==> src/rtl/lin_sync_pkg.sv <==
package lin_sync_pkg;

  typedef enum logic [1:0] {
    SY_IDLE = 2'd0,
    SY_ARM  = 2'd1,
    SY_MEAS = 2'd2
  } sync_state_e;

endpackage

==> src/rtl/lin_rx_edge.sv <==
module lin_rx_edge #(
  parameter int STAGES = 2
) (
  input  logic clk,
  input  logic rst_n,
  input  logic rx_i,
  output logic lvl_o,
  output logic fall_o,
  output logic rise_o
);

  logic [STAGES-1:0] chain_q;
  logic [STAGES-1:0] chain_d;
  logic              last_q;

  // Metastability chain, idle-high reset.
  genvar g;
  generate
    for (g = 0; g < STAGES; g++) begin : g_stage
      if (g == 0) begin : g_first
        assign chain_d[g] = rx_i;
      end else begin : g_next
        assign chain_d[g] = chain_q[g-1];
      end

      always_ff @(posedge clk or negedge rst_n) begin
        if (!rst_n) chain_q[g] <= 1'b1;
        else        chain_q[g] <= chain_d[g];
      end
    end
  endgenerate

  always_ff @(posedge clk or negedge rst_n) begin
    if (!rst_n) last_q <= 1'b1;
    else        last_q <= chain_q[STAGES-1];
  end

  assign lvl_o  = chain_q[STAGES-1];
  assign fall_o = last_q & ~chain_q[STAGES-1];
  assign rise_o = ~last_q & chain_q[STAGES-1];

endmodule

==> src/rtl/lin_break_det.sv <==
module lin_break_det #(
  parameter int DIV_W      = 16,
  parameter int BREAK_BITS = 13
) (
  input  logic             clk,
  input  logic             rst_n,
  input  logic             lvl_i,
  input  logic             rise_i,
  input  logic [DIV_W-1:0] div_i,
  output logic             brk_o
);

  localparam int MUL_W = $clog2(BREAK_BITS + 1);
  localparam int CNT_W = DIV_W + MUL_W;
  localparam logic [CNT_W-1:0] CNT_MAX = '1;

  logic [CNT_W-1:0] low_q, low_d;
  logic [CNT_W-1:0] thresh;
  logic             low_en;
  logic             brk_q, brk_d;

  // Threshold follows the live divisor.
  assign thresh = CNT_W'(div_i) * CNT_W'(BREAK_BITS);

  always_comb begin
    low_en = 1'b0;
    low_d  = low_q;
    if (lvl_i) begin
      low_en = (low_q != '0);
      low_d  = '0;
    end else if (low_q != CNT_MAX) begin
      low_en = 1'b1;
      low_d  = low_q + 1'b1;
    end
    brk_d = rise_i && (low_q >= thresh);
  end

  always_ff @(posedge clk or negedge rst_n) begin
    if (!rst_n)      low_q <= '0;
    else if (low_en) low_q <= low_d;
  end

  always_ff @(posedge clk or negedge rst_n) begin
    if (!rst_n) brk_q <= 1'b0;
    else        brk_q <= brk_d;
  end

  assign brk_o = brk_q;

endmodule

==> src/rtl/lin_sync_meas.sv <==
module lin_sync_meas
  import lin_sync_pkg::*;
#(
  parameter int DIV_W        = 16,
  parameter int TMR_W        = 24,
  parameter int TIMEOUT_BITS = 16,
  parameter int DIV_MIN      = 8,
  parameter int DIV_MAX      = 24,
  parameter int DIV_INIT     = 16,
  parameter int SYNC_FALLS   = 5
) (
  input  logic             clk,
  input  logic             rst_n,
  input  logic             brk_i,
  input  logic             fall_i,
  output logic [DIV_W-1:0] div_o,
  output logic             done_o,
  output logic             err_o
);

  // Edges of 0x55 are two bits apart; span between first and last.
  localparam int SPAN_BITS  = 2 * (SYNC_FALLS - 1);
  localparam int SPAN_SHIFT = $clog2(SPAN_BITS);
  localparam int EC_W       = $clog2(SYNC_FALLS);
  localparam logic [EC_W-1:0] LAST_IDX = EC_W'(SYNC_FALLS - 2);

  sync_state_e      st_q, st_d;
  logic [TMR_W-1:0] tmr_q;
  logic [TMR_W-1:0] cap_q, cap_d;
  logic             cap_en;
  logic [EC_W-1:0]  ec_q, ec_d;
  logic             ec_en;
  logic [DIV_W-1:0] div_q, div_d;
  logic             div_en;
  logic             done_q, done_d;
  logic             err_q, err_d;

  logic [TMR_W-1:0] elapsed;
  logic [TMR_W-1:0] tmo_lim;
  logic [TMR_W-1:0] cand;
  logic             late;
  logic             in_win;

  assign elapsed = tmr_q - cap_q;
  assign tmo_lim = TMR_W'(div_q) * TMR_W'(TIMEOUT_BITS);
  assign late    = (elapsed >= tmo_lim);
  assign cand    = elapsed >> SPAN_SHIFT;
  assign in_win  = (cand >= TMR_W'(DIV_MIN)) && (cand <= TMR_W'(DIV_MAX));

  always_comb begin
    st_d   = st_q;
    cap_d  = cap_q;
    cap_en = 1'b0;
    ec_d   = ec_q;
    ec_en  = 1'b0;
    div_d  = div_q;
    div_en = 1'b0;
    done_d = 1'b0;
    err_d  = 1'b0;
    unique case (st_q)
      SY_IDLE: begin
        if (brk_i) st_d = SY_ARM;
      end
      SY_ARM: begin
        if (fall_i) begin
          st_d   = SY_MEAS;
          cap_d  = tmr_q;
          cap_en = 1'b1;
          ec_d   = '0;
          ec_en  = 1'b1;
        end
      end
      SY_MEAS: begin
        if (late) begin
          st_d  = SY_IDLE;
          err_d = 1'b1;
        end else if (fall_i) begin
          if (ec_q == LAST_IDX) begin
            st_d = SY_IDLE;
            if (in_win) begin
              div_d  = cand[DIV_W-1:0];
              div_en = 1'b1;
              done_d = 1'b1;
            end else begin
              err_d = 1'b1;
            end
          end else begin
            ec_d  = ec_q + 1'b1;
            ec_en = 1'b1;
          end
        end
      end
      default: st_d = SY_IDLE;
    endcase
  end

  always_ff @(posedge clk or negedge rst_n) begin
    if (!rst_n) tmr_q <= '0;
    else        tmr_q <= tmr_q + 1'b1;
  end

  always_ff @(posedge clk or negedge rst_n) begin
    if (!rst_n) begin
      st_q   <= SY_IDLE;
      done_q <= 1'b0;
      err_q  <= 1'b0;
    end else begin
      st_q   <= st_d;
      done_q <= done_d;
      err_q  <= err_d;
    end
  end

  always_ff @(posedge clk or negedge rst_n) begin
    if (!rst_n)      cap_q <= '0;
    else if (cap_en) cap_q <= cap_d;
  end

  always_ff @(posedge clk or negedge rst_n) begin
    if (!rst_n)     ec_q <= '0;
    else if (ec_en) ec_q <= ec_d;
  end

  always_ff @(posedge clk or negedge rst_n) begin
    if (!rst_n)      div_q <= DIV_W'(DIV_INIT);
    else if (div_en) div_q <= div_d;
  end

  assign div_o  = div_q;
  assign done_o = done_q;
  assign err_o  = err_q;

endmodule

==> src/rtl/lin_baud_sync.sv <==
module lin_baud_sync #(
  parameter int DIV_W        = 16,
  parameter int TMR_W        = 24,
  parameter int SYNC_STAGES  = 2,
  parameter int BREAK_BITS   = 13,
  parameter int TIMEOUT_BITS = 16,
  parameter int DIV_MIN      = 8,
  parameter int DIV_MAX      = 24,
  parameter int DIV_INIT     = 16
) (
  input  logic             clk,
  input  logic             rst_n,
  input  logic             rx_i,
  output logic             break_o,
  output logic             sync_done_o,
  output logic             sync_err_o,
  output logic [DIV_W-1:0] baud_div_o
);

  logic             rx_lvl;
  logic             rx_fall;
  logic             rx_rise;
  logic             brk;
  logic [DIV_W-1:0] div;

  lin_rx_edge #(
    .STAGES (SYNC_STAGES)
  ) u_edge (
    .clk    (clk),
    .rst_n  (rst_n),
    .rx_i   (rx_i),
    .lvl_o  (rx_lvl),
    .fall_o (rx_fall),
    .rise_o (rx_rise)
  );

  lin_break_det #(
    .DIV_W      (DIV_W),
    .BREAK_BITS (BREAK_BITS)
  ) u_brk (
    .clk    (clk),
    .rst_n  (rst_n),
    .lvl_i  (rx_lvl),
    .rise_i (rx_rise),
    .div_i  (div),
    .brk_o  (brk)
  );

  lin_sync_meas #(
    .DIV_W        (DIV_W),
    .TMR_W        (TMR_W),
    .TIMEOUT_BITS (TIMEOUT_BITS),
    .DIV_MIN      (DIV_MIN),
    .DIV_MAX      (DIV_MAX),
    .DIV_INIT     (DIV_INIT),
    .SYNC_FALLS   (5)
  ) u_meas (
    .clk    (clk),
    .rst_n  (rst_n),
    .brk_i  (brk),
    .fall_i (rx_fall),
    .div_o  (div),
    .done_o (sync_done_o),
    .err_o  (sync_err_o)
  );

  assign break_o    = brk;
  assign baud_div_o = div;

endmodule

==> config.mk <==
export PLATFORM = sky130hd
export DESIGN_NAME = lin_baud_sync
export DESIGN_NICKNAME = d
export VERILOG_FILES = /design/src/rtl/lin_sync_pkg.sv /design/src/rtl/lin_rx_edge.sv /design/src/rtl/lin_break_det.sv /design/src/rtl/lin_sync_meas.sv /design/src/rtl/lin_baud_sync.sv
export SDC_FILE = /design/constraint.sdc
export NUM_CORES = 1
export LEC_CHECK = 0
export CAP_MARGIN = 20
export CORE_ASPECT_RATIO = 1.5
export CORE_MARGIN = 5
export CORE_UTILIZATION = 45
export DETAILED_ROUTE_END_ITERATION = 16
export DONT_BUFFER_PORTS = 1
export GPL_TIMING_DRIVEN = 0
export SLEW_MARGIN = 20
export SYNTH_ARGS = -nofsm -noshare
export SYNTH_HDL_FRONTEND = slang
export SYNTH_SLANG_ARGS = --single-unit
==> constraint.sdc <==
create_clock -name clk -period 4.44 [get_ports clk]
set_input_delay 0.888 -clock clk [delete_from_list [all_inputs] [get_ports clk]]
set_output_delay 0.888 -clock clk [all_outputs]
set_load 0.03 [all_outputs]
==> flow_metrics.env, run 1 <==
export IMPL_p_sw_uw=1320
export IMPL_ant_nets=0
export IMPL_drive_above_1_share_pct=16.3
export IMPL_wl_per_cell_um=16.1
export IMPL_setup_viol=24
export IMPL_synth_xor_area_share_pct=7.70
export IMPL_grt_util_all_layers_pct=18.5
export IMPL_start_util_pct=46.0
export IMPL_slowest_stage="or4_1"
export IMPL_ctsRootBufferMaster="clkbuf_16"
export IMPL_clockBufferDepth=2
export IMPL_synth_edff_count=0
export IMPL_place_area_um2=8090
export IMPL_outcome="complete, but fails checks"
export IMPL_worstSetupPathType="reg -> reg"
export IMPL_synth_top_area_cell="dfrtp_1"
export IMPL_core_um2=16800
export IMPL_maxSlewHeadroom_pct=51.0
export IMPL_pin_count=22
export IMPL_min_path_type="in -> async"
export IMPL_arrival_ns=5.08
export IMPL_netlist_area_um2=7740
export IMPL_drcViolationCount=0
export IMPL_synth_distinct_cells=61
export IMPL_finalSetupTns_ns=-7.22
export IMPL_cpLargestDelayFamily="simple AND/OR/NAND/NOR gates"
export IMPL_crit_chain="inv_2 -> ha_4 -> fa_2 -> nor2b_2 -> o31a_1 -> o311a_4 -> o21a_1 -> or3_4 -> and2_4 -> ha_4 -> nand4_1 -> or3_4 -> or4_1 -> o22a_2 -> a21oi_2 -> a311oi_2 -> nand4_1 -> buf_4 -> nor4_4 -> buf_6 -> mux2_2"
export IMPL_cts_tree="yes"
export IMPL_ys_async_sr_fraction_pct=100
export IMPL_grt_pass1_wl_um=29700
export IMPL_critical_path_buf_inv_count=3
export IMPL_instances_no_fill=1106
export IMPL_via_count=6090
export IMPL_rows=58
export IMPL_avgSynthCellArea_um2=9.12
export IMPL_ir_drop_mv=0.209
export IMPL_finalInstanceArea_um2=8930
export IMPL_synth_simple_gate_area_share_pct=15.7
export IMPL_dp_hpwl_um=13600
export IMPL_max_stage_delay_ns=0.51
export IMPL_reg2reg_depth=21
export IMPL_drtIter0Drc=322
export IMPL_synth_cells=849
export IMPL_crit_cells=21
export IMPL_fin_skew_ns=0.00967
export IMPL_power_internal_uw=2270
export IMPL_place_inst=1059
export IMPL_synth_nets=968
export IMPL_cp_start_kind="flop"
export IMPL_max_cap_violations=0
export IMPL_fin_nets=1010
export IMPL_finalWorstSetupSlack_ns=-0.407
export IMPL_critPathMaxFanout=7
export IMPL_final_common_cell="inv_1"
export IMPL_synth_ff_type="dfrtp_1"
export IMPL_critical_path_required_ns=4.67
export IMPL_dieHeight_um=171
export IMPL_clk_latency_ns=0.35
export IMPL_synth_compound_area_share_pct=15.7
export IMPL_place_congestion=0.863
export IMPL_powerDensity_nw_per_um2=402
export IMPL_clkPwrFrac_pct=24.3
export IMPL_end_kind="flop"
export IMPL_yosys_register_bits=95
export IMPL_grt_max_degree=96
export IMPL_clkTransAtPathRegs_ns=0.07
export IMPL_via_per_inst=5.51
export IMPL_synth_adder_area_share_pct=20.1
export IMPL_layout_common_cells="inv_1, ha_1, dfrtp_1"
export IMPL_p_comb_share_pct=48.3
export IMPL_switching_share_pct=36.8
export IMPL_synthMuxAreaShare_pct=4.04
export IMPL_cts_sinks=95
export IMPL_die_area_um2=20000
export IMPL_antenna_found_initial=0
export IMPL_maxSlewViolCount=0
export IMPL_hold_buffers=0
export IMPL_post_route_period_util_pct=109
export IMPL_area_growth_pct=15.4
export IMPL_synth_top_family_by_area="adder cells"
export IMPL_violations="setup timing"
export IMPL_dr_pass1_iters=4
export IMPL_leakage_uw=0.00432
export IMPL_die_x_um=117
export IMPL_grt_setup_unrepaired="yes"
export IMPL_p_seq_share_pct=27.4
export IMPL_ys_warn_count=0
export IMPL_fillCellCount=1569
export IMPL_routed_wl_um=17800
export IMPL_numCtsBuffers=9
export IMPL_cts_max_level=3
export IMPL_hold_viol=0
export IMPL_fmax_ghz=0.206
export IMPL_seq_area_frac_synth_pct=30.8
export IMPL_total_power_uw=3590
export IMPL_grt_pass1_vias=6257
export IMPL_synth_top_cell_area_share_pct=29.4
export IMPL_tightest_slew_ns=0.730
export IMPL_io_buffers=0
export IMPL_antenna_cells=0
export IMPL_post_route_min_period_ns=4.85
export IMPL_yosys_top_cells_area="dfrtp_1, ha_1, inv_1"
export IMPL_grt_overflow_total=0
## cell type report
cell class                 instances  area [um^2]  area share, %
sequential                        95         2390           26.8
inverter                         105          394           4.41
tap                              210          263           2.94
buffer                            15         63.8          0.714
clock buffer                      12          256           2.87
clock inverter                     4         76.3          0.854
timing repair buffer              33          259           2.90
multi-input combinational        632         5230           58.5
## power groups by stage
stage / Sequential, uW / Clock [uW] / Combinational, uW
floorplan: 988 / 0 / 1090
global placement: 1000 / 0 / 1390
detailed placement: 1000 / 0 / 1400
CTS: 985 / 896 / 1580
global route: 993 / 922 / 1910
finish: 985 / 873 / 1730
## final timing paths
path	endpoint	start	slack, ns
setup / recovery	u_meas.div_o[3]	u_meas.tmr_q[0]	-0.41
hold / removal	u_brk.low_q[2]	rst_n	0.23
setup reg to reg	u_meas.div_o[3]	u_meas.tmr_q[0]	-0.41
hold reg to reg	u_edge.lvl_o	u_edge.chain_d[1]	0.36
max in group asynchronous	u_meas.div_o[4]	rst_n	3.89
min in group clk	u_edge.lvl_o	u_edge.chain_d[1]	0.36
## synth_stat cells, drive strengths merged (3+ instances only)
master	n
o21bai	3
inv	105
or3	7
or2	6
o21a	7
xor2	31
nand3	29
o211ai	5
nand2b	12
dfstp	4
nand2	51
or4	3
a2111oi	7
mux2	26
nand4	15
a21o	24
ha	102
a21oi	44
a31oi	6
nor2	45
and3	18
nor4	7
nor3b	3
dfrtp	91
o22ai	4
fa	14
and2	9
a211oi	8
nand4b	3
nor2b	6
and4	3
o31ai	4
o21ai	49
xnor2	37
nor3	13
clkbuf	15
## sequential cells by signal (all words and copies together) (netlist names)
| signal | cells |
|---|---|
| u_edge.chain_d | 1 |
| u_meas.cap_q | 24 |
| u_meas.st_q | 2 |
| u_meas.done_o | 1 |
| u_meas.err_o | 1 |
| u_meas.tmr_q | 24 |
| u_meas.ec_q | 3 |
| u_brk.brk_o | 1 |
| u_meas.div_o | 16 |
| u_brk.low_q | 20 |
| u_edge.lvl_o | 1 |
| u_edge.last_q | 1 |
## cell families after synthesis
kind of cell / count (synthesis)
AOI/OAI and AO/OA: 186
buffers and inverters: 122
DFF: 95
adders and majority gates: 116
xor gates and xnor gates: 68
muxes: 28
and+or+nand+nor: 234
## routing by layer
layer	GRT usage, %	vias up	part of all wire (%)
met4	6.69	0	2.4
met2	36.2	76	57
met3	2.72	29	2.5
li1	-	3083	-
met1	19.4	2902	38
met5	0	-	0
## metrics by stage
stage	setup slack [ns]	utilization, %	hold slack (ns)
2_1_floorplan	0.00290	-	0.345
3_3_place_gp	-0.952	48.1	0.346
3_5_place_dp	-0.955	48.1	0.347
4_1_cts	-0.469	51.9	0.223
5_1_grt	-0.544	53.1	0.219
6_report	-0.407	53.1	0.232
## timing repair
item	CTS	global route
buffers inserted	21	14
setup endpoints to repair	24	24
resized for setup	37	30
pin swaps	21	38
No activity file was read; power rests on OpenSTA's default activity.
==> run 2, diff against run 1 <==
Settings changed: CORE_UTILIZATION 45 to 55, PLACE_DENSITY set to 0.73.
==> run 2 against run 1 <==
  * The flow still finishes with violations (setup timing)
  * Power shrank 5.4%
  * Sequential power grew 0.4%
  * Critical endpoint is now u_brk.brk_o
  * Clock-buffer cell count shrank 1
==> flow_metrics.env, run 2 (synthesized netlist as in run 1, its figures left out) <==
export IMPL_core_um2=13900
export IMPL_clkTransAtPathRegs_ns=0.07
export IMPL_grt_max_degree=96
export IMPL_layout_common_cells="inv_1, ha_1, dfrtp_1"
export IMPL_hold_buffers=0
export IMPL_grt_util_all_layers_pct=21.9
export IMPL_io_buffers=0
export IMPL_place_inst=1014
export IMPL_area_growth_pct=13.9
export IMPL_min_path_type="in -> async"
export IMPL_ir_drop_mv=0.221
export IMPL_place_congestion=0.901
export IMPL_ctsRootBufferMaster="clkbuf_16"
export IMPL_grt_pass1_vias=6295
export IMPL_worstSetupPathType="reg -> reg"
export IMPL_r2r_start="u_meas.div_o[2]"
export IMPL_clk_latency_ns=0.34
export IMPL_reg2reg_depth=20
export IMPL_fin_nets=1000
export IMPL_total_power_uw=3400
export IMPL_start_util_pct=55.6
export IMPL_numCtsBuffers=9
export IMPL_post_route_min_period_ns=4.84
export IMPL_final_common_cell="inv_1"
export IMPL_critical_path_required_ns=4.64
export IMPL_grt_overflow_total=0
export IMPL_place_area_um2=8040
export IMPL_ant_nets=0
export IMPL_via_count=6273
export IMPL_tightest_slew_ns=0.687
export IMPL_fin_skew_ns=0.00779
export IMPL_pin_count=22
export IMPL_wl_per_cell_um=16.8
export IMPL_dp_hpwl_um=13400
export IMPL_finalWorstSetupSlack_ns=-0.396
export IMPL_maxSlewHeadroom_pct=53.8
export IMPL_die_x_um=107
export IMPL_antenna_found_initial=0
export IMPL_outcome="complete, but fails checks"
export IMPL_reg_top3="u_meas.cap_q: 24 flops, u_meas.tmr_q: 24 flops, u_brk.low_q: 20 flops"
export IMPL_rows=53
export IMPL_instances_no_fill=1051
export IMPL_end_kind="flop"
export IMPL_drcViolationCount=0
export IMPL_cts_tree="yes"
export IMPL_drive_above_1_share_pct=15.8
export IMPL_post_route_period_util_pct=109
export IMPL_clockBufferDepth=2
export IMPL_cp_start_kind="flop"
export IMPL_hold_viol=0
export IMPL_grt_setup_unrepaired="yes"
export IMPL_maxSlewViolCount=0
export IMPL_reg2reg_setup_slack_ns=-0.40
export IMPL_max_cap_violations=0
export IMPL_worstReg2RegEnd="u_brk.brk_o"
export IMPL_cts_max_level=3
export IMPL_via_per_inst=5.97
export IMPL_fmax_ghz=0.207
export IMPL_antenna_cells=0
export IMPL_setup_viol=24
export IMPL_arrival_ns=5.03
export IMPL_die_area_um2=16600
export IMPL_dieHeight_um=155
export IMPL_critPathMaxFanout=6
export IMPL_dr_pass1_iters=5
export IMPL_routed_wl_um=17700
export IMPL_powerDensity_nw_per_um2=386
export IMPL_leakage_uw=0.00427
export IMPL_finalInstanceArea_um2=8810
export IMPL_grt_pass1_wl_um=29400
export IMPL_drtIter0Drc=242
export IMPL_violations="setup timing"
export IMPL_cts_sinks=95
## run 2: worst max-delay path, cell delays in order (launching register included)
cell,delay (ns)
dfrtp_2,0.53
ha_4,0.31
inv_1,0.05
fa_1,0.55
inv_1,0.05
ha_1,0.28
a21o_1,0.18
a21o_1,0.19
a21oi_2,0.22
o21ai_4,0.10
a2111oi_4,0.38
nor3_2,0.08
or4_1,0.43
a21oi_2,0.17
xor2_1,0.22
ha_1,0.28
a21o_1,0.17
a211oi_2,0.19
nand2_1,0.09
a21oi_2,0.14
a2111oi_2,0.10
## run 2: worst max-delay path by stage
stage	slack (ns)	end	startpoint	cells after the start
floorplan	0.003	u_brk.brk_o	u_meas.div_o[2]	20
global placement	-0.89	u_meas.done_o	u_meas.tmr_q[0]	18
detailed placement	-0.89	u_brk.brk_o	u_meas.div_o[4]	19
CTS	-0.42	u_brk.brk_o	u_meas.div_o[2]	20
global route	-0.66	u_brk.brk_o	u_meas.div_o[2]	20
finish	-0.40	u_brk.brk_o	u_meas.div_o[2]	20
## run 2: layer usage
metal	global-route usage (%)	part of all wire, %	vias to the layer above
met4	11.0	4.5	0
met5	0	0	-
li1	-	-	3078
met1	23.6	39	3047
met3	2.20	2.2	49
met2	41.7	55	99
## run 2: stage by stage
step	hold WS (ns)	TNS, ns	util (%)	setup WS [ns]
3_3_place_gp	0.346	-17.80	57.7	-0.889
5_1_grt	0.222	-10.01	63.3	-0.659
2_1_floorplan	0.345	0	-	0.00290
3_5_place_dp	0.353	-17.59	57.7	-0.889
4_1_cts	0.228	-7.60	61.7	-0.418
6_report	0.233	-6.15	63.3	-0.396
## run 2: repair_timing
action / in CTS / in global routing
endpoints found under the setup margin: 24 / 24
gates cloned: 1 / 1
gates resized for setup: 44 / 44
buffers inserted: 14 / 9
pin swaps: 33 / 21
## run 2: power by group
group	internal [uW]	switching, uW
Combinational	781	905
Clock	394	330
Sequential	926	63.3
Total	2100	1300
## run 2: cell type report
type                       count  area, um^2
multi-input combinational    632        5270
fill                        1151        5110
sequential                    95        2390
inverter                     105         394
clock buffer                  11         243
timing repair buffer          24         225
tap                          165         206
buffer                        14        52.6
clock inverter                 5        33.8
